File: src/rtl/pwrsup_pkg.sv
package pwrsup_pkg;

    typedef enum logic [1:0] {
        ST_NORMAL   = 2'd0,
        ST_DESELECT = 2'd1,
        ST_BATTERY  = 2'd2,
        ST_RECOVER  = 2'd3
    } sup_state_e;

    typedef enum logic [1:0] {
        SUP_GOOD   = 2'd0,
        SUP_WINDOW = 2'd1,
        SUP_LOW    = 2'd2,
        SUP_BATT   = 2'd3
    } sup_class_e;

    typedef struct packed {
        logic desel;
        logic inhibit;
        logic hiz;
        logic bat;
    } guard_out_t;

endpackage

File: src/rtl/pwrsup_sync.sv
module pwrsup_sync #(
    parameter int unsigned   W       = 1,
    parameter int unsigned   STAGES  = 2,
    parameter logic [W-1:0]  RST_VAL = '0
) (
    input  logic         clk,
    input  logic         rst_n,
    input  logic [W-1:0] d,
    output logic [W-1:0] q
);

    logic [STAGES-1:0][W-1:0] stg;

    generate
        if (STAGES < 2) begin : g_bad
            initial $error("pwrsup_sync needs at least two stages");
        end
    endgenerate

    always_ff @(posedge clk or negedge rst_n) begin
        if (!rst_n) begin
            stg <= {STAGES{RST_VAL}};
        end else begin
            stg <= {stg[STAGES-2:0], d};
        end
    end

    assign q = stg[STAGES-1];

endmodule

File: src/rtl/pwrsup_classify.sv
module pwrsup_classify
    import pwrsup_pkg::*;
(
    input  logic       above_hi,
    input  logic       below_lo,
    input  logic       below_bat,
    output sup_class_e cls
);

    always_comb begin
        unique case ({above_hi, below_lo, below_bat})
            3'b100:  cls = SUP_GOOD;
            3'b000:  cls = SUP_WINDOW;
            3'b010:  cls = SUP_LOW;
            3'b011:  cls = SUP_BATT;
            default: cls = SUP_WINDOW;
        endcase
    end

endmodule

File: src/rtl/pwrsup_fsm.sv
module pwrsup_fsm
    import pwrsup_pkg::*;
#(
    parameter int unsigned REC_CYC = 400_000,
    parameter int unsigned LAG_CYC = 2_000
) (
    input  logic       clk,
    input  logic       rst_n,
    input  sup_class_e cls,
    input  logic       wr_busy,
    output sup_state_e state,
    output guard_out_t gout
);

    localparam int unsigned REC_W = $clog2(REC_CYC + 1);
    localparam int unsigned LAG_W = $clog2(LAG_CYC + 2);

    sup_state_e       nxt;
    logic [REC_W-1:0] rec_cnt;
    logic [LAG_W-1:0] lag_cnt;
    logic             rec_done;
    logic             lag_done;
    logic             fast;

    assign rec_done = (rec_cnt == REC_W'(REC_CYC - 1));
    assign lag_done = (lag_cnt == LAG_W'(LAG_CYC));
    assign fast     = (cls == SUP_LOW) || (cls == SUP_BATT);

    always_comb begin
        nxt = state;
        unique case (state)
            ST_NORMAL: begin
                if (cls == SUP_WINDOW)               nxt = ST_DESELECT;
                else if (cls == SUP_LOW && lag_done)  nxt = ST_DESELECT;
                else if (cls == SUP_BATT && lag_done) nxt = ST_BATTERY;
            end
            ST_DESELECT: begin
                if (cls == SUP_BATT)      nxt = ST_BATTERY;
                else if (cls == SUP_GOOD) nxt = ST_RECOVER;
            end
            ST_BATTERY: begin
                if (cls == SUP_GOOD)      nxt = ST_RECOVER;
                else if (cls != SUP_BATT) nxt = ST_DESELECT;
            end
            ST_RECOVER: begin
                if (cls == SUP_BATT)                       nxt = ST_BATTERY;
                else if (cls != SUP_GOOD)                  nxt = ST_DESELECT;
                else if (rec_done && !wr_busy)             nxt = ST_NORMAL;
            end
            default: nxt = ST_DESELECT;
        endcase
    end

    always_ff @(posedge clk or negedge rst_n) begin
        if (!rst_n) begin
            state   <= ST_DESELECT;
            rec_cnt <= '0;
            lag_cnt <= '0;
        end else begin
            state <= nxt;
            if (state == ST_RECOVER && cls == SUP_GOOD) begin
                if (!rec_done) rec_cnt <= rec_cnt + 1'b1;
            end else begin
                rec_cnt <= '0;
            end
            if (state == ST_NORMAL && fast && !lag_done) begin
                lag_cnt <= lag_cnt + 1'b1;
            end else if (!(state == ST_NORMAL && fast)) begin
                lag_cnt <= '0;
            end
        end
    end

    always_comb begin
        unique case (state)
            ST_NORMAL:   gout = '{desel: 1'b0, inhibit: 1'b0, hiz: 1'b0, bat: 1'b0};
            ST_DESELECT: gout = '{desel: 1'b1, inhibit: 1'b1, hiz: 1'b1, bat: 1'b0};
            ST_BATTERY:  gout = '{desel: 1'b1, inhibit: 1'b1, hiz: 1'b1, bat: 1'b1};
            ST_RECOVER:  gout = '{desel: 1'b1, inhibit: 1'b1, hiz: 1'b1, bat: 1'b0};
            default:     gout = '{desel: 1'b1, inhibit: 1'b1, hiz: 1'b1, bat: 1'b0};
        endcase
    end

    // window reading leaves NORMAL on the next edge
    assert_window_deselect_R2: assert property (@(posedge clk) disable iff (!rst_n)
        (state == ST_NORMAL && cls == SUP_WINDOW) |=> state == ST_DESELECT);

    // switchover reading from DESELECT selects battery
    assert_batt_entry_R3: assert property (@(posedge clk) disable iff (!rst_n)
        (state == ST_DESELECT && cls == SUP_BATT) |=> (state == ST_BATTERY && gout.bat));

    // battery released once the switchover flag clears
    assert_bat_release_R3: assert property (@(posedge clk) disable iff (!rst_n)
        (state == ST_BATTERY && cls != SUP_BATT) |=> !gout.bat);

    // NORMAL is reached from RECOVER only after the full interval
    assert_recover_full_R4: assert property (@(posedge clk) disable iff (!rst_n)
        (state == ST_NORMAL && $past(state) == ST_RECOVER) |-> $past(rec_done));

    // a renewed drop during RECOVER restarts from DESELECT
    assert_restart_R5: assert property (@(posedge clk) disable iff (!rst_n)
        (state == ST_RECOVER && (cls == SUP_WINDOW || cls == SUP_LOW))
        |=> (state == ST_DESELECT && rec_cnt == '0));

    // a held write pair keeps the lockout in force
    assert_write_hold_R7: assert property (@(posedge clk) disable iff (!rst_n)
        (state == ST_RECOVER && wr_busy) |=> state != ST_NORMAL);

    // the fast-fall lag never exceeds its bound
    assert_lag_bound_R8: assert property (@(posedge clk) disable iff (!rst_n)
        (state == ST_NORMAL && fast && lag_done) |=> state != ST_NORMAL);

endmodule

File: src/rtl/pwrsup_guard.sv
module pwrsup_guard
    import pwrsup_pkg::*;
#(
    parameter int unsigned REC_CYC     = 400_000,
    parameter int unsigned LAG_CYC     = 2_000,
    parameter int unsigned SYNC_STAGES = 2
) (
    input  logic       clk,
    input  logic       rst_n,
    input  logic       sup_above_hi,
    input  logic       sup_below_lo,
    input  logic       sup_below_bat,
    input  logic       ce_n,
    input  logic       we_n,
    output logic       mem_desel,
    output logic       wr_inhibit,
    output logic       dq_hiz,
    output logic       bat_sel,
    output logic [1:0] sup_status
);

    logic [2:0] flags_s;
    logic [1:0] strb_s;
    sup_class_e cls;
    sup_state_e state;
    guard_out_t gout;
    logic       wr_busy;

    pwrsup_sync #(.W(3), .STAGES(SYNC_STAGES), .RST_VAL(3'b010)) u_flag_sync (
        .clk   (clk),
        .rst_n (rst_n),
        .d     ({sup_above_hi, sup_below_lo, sup_below_bat}),
        .q     (flags_s)
    );

    pwrsup_sync #(.W(2), .STAGES(SYNC_STAGES), .RST_VAL(2'b11)) u_strb_sync (
        .clk   (clk),
        .rst_n (rst_n),
        .d     ({ce_n, we_n}),
        .q     (strb_s)
    );

    assign wr_busy = !strb_s[1] && !strb_s[0];

    pwrsup_classify u_cls (
        .above_hi  (flags_s[2]),
        .below_lo  (flags_s[1]),
        .below_bat (flags_s[0]),
        .cls       (cls)
    );

    pwrsup_fsm #(.REC_CYC(REC_CYC), .LAG_CYC(LAG_CYC)) u_fsm (
        .clk     (clk),
        .rst_n   (rst_n),
        .cls     (cls),
        .wr_busy (wr_busy),
        .state   (state),
        .gout    (gout)
    );

    assign mem_desel  = gout.desel;
    assign wr_inhibit = gout.inhibit;
    assign dq_hiz     = gout.hiz;
    assign bat_sel    = gout.bat;
    assign sup_status = state;

endmodule

File: config.mk
export PLATFORM = sky130hd
export DESIGN_NAME = pwrsup_guard
export DESIGN_NICKNAME = d
export VERILOG_FILES = /design/src/rtl/pwrsup_pkg.sv /design/src/rtl/pwrsup_sync.sv /design/src/rtl/pwrsup_classify.sv /design/src/rtl/pwrsup_fsm.sv /design/src/rtl/pwrsup_guard.sv
export SDC_FILE = /design/constraint.sdc
export NUM_CORES = 1
export LEC_CHECK = 0
export BUFFER_PORTS_ARGS = -buffer_cell sky130_fd_sc_hd__buf_2
export CORE_AREA = 5 5 84 55
export CTS_BUF_LIST = sky130_fd_sc_hd__clkbuf_4
export CTS_CLUSTER_SIZE = 14
export DETAILED_ROUTE_END_ITERATION = 12
export DIE_AREA = 0 0 89 60
export PLACE_DENSITY = 0.74
export RECOVER_POWER = 100
export SYNTH_ARGS = -nofsm -noshare
export SYNTH_HDL_FRONTEND = slang
export SYNTH_SLANG_ARGS = --single-unit
File: constraint.sdc
create_clock -name clk -period 1.9 [get_ports clk]
set_input_delay 0.095 -clock clk [delete_from_list [all_inputs] [get_ports clk]]
set_output_delay 0.095 -clock clk [all_outputs]
set_load 0.03 [all_outputs]
* Yosys cells after proc, flatten, opt, wreduce, memory -nomap -nowiden *
Cells that the tools add are included.

storage, ports and cells
  output and inout bits = 6
  input bits = 7
  logic and storage cells = 61
  flip-flop bits (word level) = 42

operators by class
  reduce and logical (&&, ||, !) cells = 17
  $add $sub $neg = 2
  equality and inequality tests = 18
  multiplexer cells = 17

operators by type and width
  cell                                                   count
  two-way mux 19 bit                                     2
  two-way mux 11 bit                                     2
  two-way mux 2 bit                                      10
  adder 19 x 1 -> 19 bit, second input constant          1
  == test 19 bit, second input constant                  1
  one-hot mux 4 bit (3 select lines)                     1
  adder 11 x 1 -> 11 bit, second input constant          1
  == test 11 bit, second input constant                  1
  == test 2 bit, second input constant                   4
  inequality test 4 x 1 -> 1 bit, second input constant  2
  one-hot mux 2 bit (4 select lines)                     1
  logical AND 1 bit                                      7
  == test 3 x 2 -> 1 bit, second input constant          2
  inequality test 2 bit, second input constant           3
  inequality test 3 x 1 -> 1 bit, second input constant  2
  one-hot mux 2 bit (3 select lines)                     1
  == test 2 x 1 -> 1 bit, second input constant          2
  zero test 1 bit                                        4
  zero test 2 bit                                        2
  AND reduction 4 bit                                    1
  == test 3 bit, second input constant                   1
  nonzero test 2 bit                                     1
  OR reduction 2 bit                                     1
  logical OR 1 bit                                       1

* Depth between registers and ports, before layout *
Gate-level depths: netlist (run 1).

  word-level depth = 8
  gate-level depth with buffers = 7
  gate-level depth less buffers = 7

* Hierarchy *
A second synthesis (run 1) with hierarchy kept.

second synthesis, totals
  cell total of the unflattened synthesis = 204
  area, all modules = 2115.8 µm²

modules (own cells, without submodules)
  module                     sequential area each (µm²)  times used  cells an instance  area an instance (µm²)
  pwrsup_fsm                 802.0                       1           185                1789.2
  pwrsup_sync (u_flag_sync)  152.6                       1           9                  175.2
  pwrsup_sync (u_strb_sync)  105.1                       1           6                  120.1
  pwrsup_classify            0.0                         1           3                  27.5
  pwrsup_guard               0.0                         1           1                  3.8

* Worst setup path after synthesis (run 1) *
Ideal clock, no wire load.

  path kind = register -> register
  start point = register u_fsm.state[0]
  end point = register u_fsm.state[1]
  stages on the path, launching flop included = 7
  path slack = 5 ps
  data arrival time = 1763 ps
  data required time = 1768 ps
  cell sequence = dfstp_2 > clkbuf_1 > or3b_2 > o22ai_1 > a32o_1 > nor2_1 > a2bb2oi_1

between the ends
  cells in the longest elaborated chain, start to end = 3
  elaborated cells between the ends (all ways) = 10
  those cells by class = eq/ne: 7; mux: 1; reduce/logical: 2

RTL lines
  item                                                                                        RTL line          source
  start, declared                                                                             pwrsup_fsm.sv:11  output sup_state_e state,
  start signal, assigned                                                                      pwrsup_fsm.sv:60  state <= nxt;
  == test 2 bit (tied with other cells)                                                       pwrsup_fsm.sv:31  unique case (state)
  inequality test 4 x 1 -> 1 bit (no line) or inequality test 3 x 1 -> 1 bit (tied branches)  -
  AND reduction 4 bit (no line)                                                               -

Parallel ways exist; a longest one is shown, timed or not.
A chain may end at the register's enable or synchronous reset.

* Final worst setup path (run 1) *
  start point = register u_fsm.rec_cnt[16]
  end point = register u_fsm.rec_cnt[9]

between the ends
  cells in the longest elaborated chain, start to end = 2

RTL lines
  item                             RTL line          source
  start, declared                  pwrsup_fsm.sv:19  logic [REC_W-1:0] rec_cnt;
  start signal, assigned           pwrsup_fsm.sv:62  if (!rec_done) rec_cnt <= rec_cnt + 1'b1;
  == test 19 bit                   pwrsup_fsm.sv:25  assign rec_done = (rec_cnt == REC_W'(REC_CYC - 1));
  inequality test 2 bit (no line)  -

No other way between the ends.

==> flow_metrics.py, run 1 <==
metrics = {
    "outcome": {
        "status": "finished, final reports clean",
    },
    "synth": {
        "yosysMostFrequentCell": "nor2_1",
        "synthFlopType": "dfrtp_1",
        "synth_common_cells": "37 x nor2_1, 35 x dfrtp_1, 13 x xnor2_1, 12 x nand3_1, 12 x xor2_1",
        "synth_cells": 197,
        "avgSynthCellArea_sq_um": 10.3,
        "netlist_area_sq_um": 2020,
        "ys_seq_area_share_pct": 52.4,
        "ys_ff_latch": 42,
        "synth-edff-count": 0,
        "yosys_warnings": 0,
        "ys_async_sr_fraction_pct": 100,
        "yosysUniqueCellTypes": 43,
        "synthTopCellsByArea": "dfrtp_1 43%, dfstp_2 9.1%, nor2_1 6.9%",
        "synth_fp_nets": 207,
        "yosys.area.top_type_share_pct": 43.3,
        "synth_top_area_cell": "dfrtp_1",
    },
    "critical_path": {
        "crit_path_end_kind": "register",
        "crit_top_cell": "or4_4",
        "critical_path_class": "register to register",
        "cpMaxStageDelayCell": "or4_4",
        "cp_cell_sequence": "or4_4 -> or4_4 -> nand4_1 -> xor2_1 -> nor2_1",
        "cp_slowest_stage_delay_ns": 0.54,
        "cp_max_fo": 6,
        "cp.arrival_ns": 2.13,
        "cp-start-kind": "register",
        "cp_data_required_time_ns": 2.16,
    },
    "floorplan": {
        "die_h_um": 60,
        "io-pin-count": 13,
        "start_util_pct": 52.5,
        "die_width_um": 89,
        "die-area_sq_um": 5340,
        "core-area_sq_um": 3850,
        "rows": 18,
    },
    "clock_tree": {
        "cts_buffers": 5,
        "htree_levels": 2,
        "clockBufferDepth": 2,
        "clk_pin_slew_ns": 0.13,
        "cts.sinks": 42,
        "cts_tree": "built",
        "cts_root_buffer": "clkbuf_4",
        "clock_latency_ns": 0.35,
    },
    "routing": {
        "drt_iter0_drc": 135,
        "drc": 0,
        "vias": 1521,
        "viasPerCell": 5.26,
        "wl_per_cell_um": 13.7,
        "totalWireLength_um": 3950,
        "dr.pass1.iters": 5,
        "drt.antenna.violating_nets": 0,
    },
    "power_and_ir_drop": {
        "leakagePower_nw": 0.982,
        "p_clk_share_pct": 29.7,
        "finalPower_w": 0.00195,
        "power.density_nw_per_um2": 803,
        "switching_share_pct": 30.0,
        "seqPwrFrac_pct": 50.3,
        "pwr-share-comb_pct": 20.1,
        "p_switching_w": 0.000585,
        "irDropWorstVdd_mv": 0.553,
        "p_int_w": 0.00136,
    },
    "sta": {
        "grt_setup_unrepaired": "true",
        "hold_ws_ns": 0.365,
        "final.period_utilization_pct": 98.6,
        "min_period_ns": 1.87,
        "max_clock_freq_mhz": 534,
        "setup_viol": 0,
        "fin_worst_skew_ns": 0.00947,
        "hold_viol": 0,
        "max_slew_margin_pct": 33.1,
        "slew_viol_final": 0,
        "tightestPinTransition_ns": 1.00,
    },
    "global_routing": {
        "overflow": 0,
        "grt_pass1_vias": 1436,
        "grt_usage_pct": 17.8,
        "grt_pass1_wl_um": 7000,
        "antenna_found_initial": 0,
        "grt_max_degree": 43,
    },
    "placed_design": {
        "hpwl_um": 2850,
        "placed_area_sq_um": 2260,
        "io_buffers": 12,
        "gp_congestion": 0.882,
    },
    "finish": {
        "diodes": 0,
        "area_growth_pct": 19.9,
        "drive_gt1_share_pct": 22.6,
        "postLayoutCellArea_sq_um": 2430,
        "nNetsFinal": 248,
    },
    "worst_hold_path": {
        "worst_hold_path_type": "register to register",
    },
    "flow_run": {
        "maxCapViolCount": 0,
    },
}
-- power by group through the flow --
stage	combinational (W)	sequential (W)	clock, W
CTS	0.000405	0.000981	0.000604
global placement	0.000395	0.000997	0
floorplan	0.000264	0.00102	0
finish	0.000391	0.000980	0.000578
global route	0.000434	0.000990	0.000649
detailed placement	0.000394	0.000998	0
-- state kept, by name, indices dropped and copies added (netlist names) --
register and flops:
u_strb_sync.stg 2, u_flag_sync.stg 3, u_flag_sync.q 3, u_fsm.state 2
u_fsm.lag_cnt 11, u_strb_sync.q 2, u_fsm.rec_cnt 19
-- metal layers --
metal | track usage (%) | part of all wire, % | wire length (um) | vias to the layer above
met5 | 0 | 0 | 0 | -
met4 | 6.37 | 1.2 | 46 | 0
met3 | 4.13 | 7.9 | 313 | 5
met2 | 21.9 | 36 | 1440 | 47
met1 | 29.4 | 54 | 2150 | 705
li1 | - | - | - | 764
-- area by class of cell --
cell class	count	area (sq um)
well taps	50	62.6
clock inverters	2	37.5
clock buffers	6	45.0
inverters	7	26.3
repair buffers	40	263
multi-input cells	142	932
flip-flops and latches	42	1060
fillers	329	1430
-- kinds of logic after synthesis --
kind of cell / count (synthesis) / share of synthesized area (%)
multiplexers: 2 / 0.990
flip-flops: 42 / 52.4
adder cells (fa/ha/maj): 3 / 1.86
AO/OA/AOI/OAI: 19 / 6.31
AND/OR/NAND/NOR: 93 / 24.8
XOR/XNOR: 25 / 10.8
buffers and inverters: 13 / 2.84
-- worst max-delay path: cells and delay by family, from the launching register on --
kind                      cells  cell delay [ns]
DFF                           1             0.40
and+or+nand+nor               4             1.22
xor gates and xnor gates      1             0.17
-- what timing repair did --
item                                    CTS  global route
hold buffers                              6             0
buffers inserted                          0             2
gates resized for setup                   1             5
hold endpoints to repair                 40             0
endpoints found under the setup margin    5            11
pin swaps                                 0             5
gates cloned                              0             0
-- path summary, 6_finish.rpt --
| kind | endpoint | start | slack [ns] | cells past startpoint |
|---|---|---|---|---|
| worst max register to register | u_fsm.rec_cnt[9] | u_fsm.rec_cnt[16] | 0.03 | 5 |
| worst min register to register | u_strb_sync.q[0] | u_strb_sync.stg[0] | 0.37 | 0 |
| worst min-delay path | u_strb_sync.q[0] | u_strb_sync.stg[0] | 0.37 | 0 |
| max in group asynchronous | u_fsm.rec_cnt[0] | rst_n | 0.77 | 3 |
| min in group asynchronous | u_fsm.rec_cnt[7] | rst_n | 0.52 | 3 |
| worst max-delay path | u_fsm.rec_cnt[9] | u_fsm.rec_cnt[16] | 0.03 | 5 |
-- placed cells by master, fill, tap and decap left out, types with 6 or more instances in the layout --
master / synthesis / final
nor2_1: 37 / 37
dfrtp_1: 35 / 35
buf_4: 2 / 17
xnor2_1: 13 / 13
nand3_1: 12 / 12
xor2_1: 12 / 12
nand2_1: 9 / 9
clkbuf_1: 3 / 8
inv_1: 7 / 7
nand4_1: 6 / 6
and3_1: 6 / 6
a21oi_1: 6 / 6
clkbuf_4: 0 / 6
dlygate4sd3_1: 0 / 6
buf_2: 1 / 6
-- stage by stage --
step	cells	util (%)	worst slack, ns	setup TNS (ns)
floorplan	197	-	0.00503	0
global placement	273	58.8	-0.0157	-0.0335
detailed placement	273	58.8	-0.0655	-0.217
CTS	287	62.6	0.00124	0
global route	289	63.0	-0.0456	-0.238
finish	289	63.0	0.0264	0
Note: power is estimated with default switching activity, not from simulation.
==> run 2, diff against run 1 <==
Settings changed: ABC_AREA set to 1, CORE_AREA 5 5 84 55 to 5 5 88 58, DIE_AREA 0 0 89 60 to 0 0 93 63, PLACE_DENSITY 0.74 to 0.73.
==> run 2 against run 1 <==
- synthesized cell count is 43% higher
- final cell count is 24% higher
- critical path depth stayed put
- utilization is 5.0 points lower
- flip-flop and latch count stayed put
- final area is 2.3% higher
- clock skew is 0.0012 ns higher
- clock-buffer cell count is 1 lower
- via count is 27% higher
- sequential power is 2% higher
- critical path type unchanged
- largest power group unchanged
- highest routed layer unchanged
==> flow_metrics.py, run 2 <==
metrics = {
    "sta": {
        "final.period_utilization_pct": 93.0,
        "tightestPinTransition_ns": 1.02,
        "fin_worst_skew_ns": 0.0106,
        "hold_viol": 0,
        "slew_viol_final": 0,
        "max_slew_margin_pct": 32.3,
        "max_clock_freq_mhz": 566,
        "setup_ws_ns": 0.132,
        "setup_viol": 0,
        "grt_setup_unrepaired": "false",
        "tns_ns": 0,
        "min_period_ns": 1.77,
    },
    "finish": {
        "nNetsFinal": 315,
        "reg_top3": "u_fsm.rec_cnt x19, u_fsm.lag_cnt x11",
        "fin_cells": 358,
        "diodes": 0,
        "final_cell_mix": "53 x nand2_1, 44 x inv_1, 36 x nor2_1",
        "largest_register_ffs": 19,
        "drive_gt1_share_pct": 11.8,
        "utilization_pct": 58.0,
        "mostFrequentLayoutCell": "nand2_1",
        "postLayoutCellArea_sq_um": 2480,
        "largest_register": "u_fsm.rec_cnt",
        "area_growth_pct": 10.7,
    },
    "clock_tree": {
        "cts_root_buffer": "clkbuf_4",
        "postCtsResizedCells": 0,
        "cts_tree": "built",
        "clockBufferDepth": 2,
        "clock_latency_ns": 0.36,
        "clk_pin_slew_ns": 0.13,
        "holdBufCountCts": 6,
        "cts_setup_buffers": 0,
        "cts.sinks": 42,
        "htree_levels": 2,
        "cts_buffers": 5,
    },
    "critical_path": {
        "critical_path_class": "register to register",
        "crit_path_end_kind": "register",
        "cp-start-kind": "register",
        "cp.arrival_ns": 2.00,
        "cp_data_required_time_ns": 2.14,
        "cp_max_fo": 7,
        "r2r-start": "u_fsm.rec_cnt[2]",
        "crit_start": "u_fsm.rec_cnt[2]",
    },
    "synth": {
        "synth_common_cells": "52 x nand2_1, 43 x inv_1, 36 x nor2_1, 35 x dfrtp_1, 18 x o21ai_0",
        "synth-edff-count": 0,
        "yosysMostFrequentCell": "nand2_1",
        "synth_fp_nets": 291,
        "yosys.area.top_type_share_pct": 39.1,
        "avgSynthCellArea_sq_um": 7.98,
        "yosysUniqueCellTypes": 30,
        "synth_top_area_cell": "dfrtp_1",
        "netlist_area_sq_um": 2240,
        "yosys_warnings": 0,
        "synth_cells": 281,
        "ys_seq_area_share_pct": 47.3,
        "synthFlopType": "dfrtp_1",
        "ys_ff_latch": 42,
        "synthTopCellsByArea": "dfrtp_1 39%, nand2_1 8.7%, dfstp_2 8.2%",
        "ys_async_sr_fraction_pct": 100,
    },
    "placed_design": {
        "place_ws_ns": 0.247,
        "hpwl_um": 3450,
        "io_buffers": 12,
        "dp.cells": 344,
        "placed_area_sq_um": 2360,
        "gp_congestion": 0.922,
    },
    "global_routing": {
        "overflow": 0,
        "grt_pass1_wl_um": 8140,
        "antenna_found_initial": 0,
        "grt_max_degree": 43,
        "grt_usage_pct": 17.6,
        "grt_pass1_vias": 1654,
    },
    "worst_hold_path": {
        "hp-start": "u_strb_sync.stg[0]",
        "worst_hold_path_type": "register to register",
    },
    "routing": {
        "totalWireLength_um": 4690,
        "wl_per_cell_um": 13.1,
        "vias": 1931,
        "viasPerCell": 5.39,
        "drc": 0,
        "drt_iter0_drc": 234,
        "dr.pass1.iters": 5,
        "drt.antenna.violating_nets": 0,
    },
    "power_and_ir_drop": {
        "pwr-share-comb_pct": 23.1,
        "p_int_w": 0.00136,
        "p_clk_share_pct": 28.5,
        "power.density_nw_per_um2": 830,
        "seqPwrFrac_pct": 48.3,
        "leakagePower_nw": 1.11,
        "p_switching_w": 0.000701,
        "switching_share_pct": 34.0,
        "irDropWorstVdd_mv": 0.496,
    },
    "floorplan": {
        "die-area_sq_um": 5860,
        "rows": 19,
        "die_width_um": 93,
        "start_util_pct": 52.4,
        "io-pin-count": 13,
        "core-area_sq_um": 4280,
        "die_h_um": 63,
    },
    "outcome": {
        "status": "finished, final reports clean",
    },
    "flow_run": {
        "maxCapViolCount": 0,
    },
}
-- run 2: changes by cell type in the layout (fill, tap and decap cells not counted), moves of 6 or more --
cell,change
nand2_1,+44
inv_1,+37
buf_4,-16
o21ai_0,+16
xnor2_1,-13
a21oi_1,+9
xor2_1,-9
and3_1,-6
nand3_1,+6
-- run 2: critical path: stages, from the launching register on --
cell and delay (ns):
dfrtp_1 0.54, nand3_1 0.24, nor3_4 0.27, nand2_1 0.16, nor3_1 0.30, a31oi_1 0.14
-- run 2: per-layer routing --
| layer | up-vias | global-route usage [%] | wire length (um) |
|---|---|---|---|
| met1 | 867 | 30.7 | 2610 |
| met2 | 86 | 20.0 | 1620 |
| met5 | - | 0 | 0 |
| met3 | 7 | 4.33 | 404 |
| li1 | 971 | - | - |
| met4 | 0 | 4.75 | 55 |
-- run 2: worst paths after layout --
kind / end / slack [ns] / cells past startpoint
hold reg to reg: u_strb_sync.q[0] / 0.37 / 0
hold / removal: u_strb_sync.q[0] / 0.37 / 0
setup / recovery: u_fsm.rec_cnt[13] / 0.13 / 5
max in group asynchronous: u_fsm.lag_cnt[5] / 0.77 / 3
setup reg to reg: u_fsm.rec_cnt[13] / 0.13 / 5
min in group asynchronous: u_flag_sync.stg[2] / 0.51 / 3
-- run 2: logic make-up after synthesis --
kind of cell               share of synthesized area (%)
AOI/OAI and AO/OA                                   10.7
xor gates and xnor gates                            1.17
adders and majority gates                           1.67
buffers and inverters                               8.54
DFF                                                 47.3
and+or+nand+nor                                     30.6
-- run 2: through the flow --
stage,hold WS [ns],total power (W)
finish,0.365,0.00206
global route,0.364,0.00219
CTS,0.328,0.00209
detailed placement,0.194,0.00150
global placement,0.190,0.00149
floorplan,-0.201,0.00139
-- run 2: power by group through the flow --
stage | Sequential, W | Clock (W) | Combinational [W]
CTS | 0.00100 | 0.000603 | 0.000489
finish | 0.000996 | 0.000588 | 0.000477
global route | 0.00101 | 0.000648 | 0.000534
detailed placement | 0.00102 | 0 | 0.000478
global placement | 0.00102 | 0 | 0.000472
floorplan | 0.00105 | 0 | 0.000338
-- run 2: area by class of cell --
type / instances / area, sq um
clock buffer: 5 / 37.5
clock inverter: 3 / 43.8
fill: 398 / 1800
inverter: 45 / 169
multi-input combinational: 191 / 978
sequential: 42 / 1060
tap: 52 / 65.1
timing repair buffer: 20 / 129
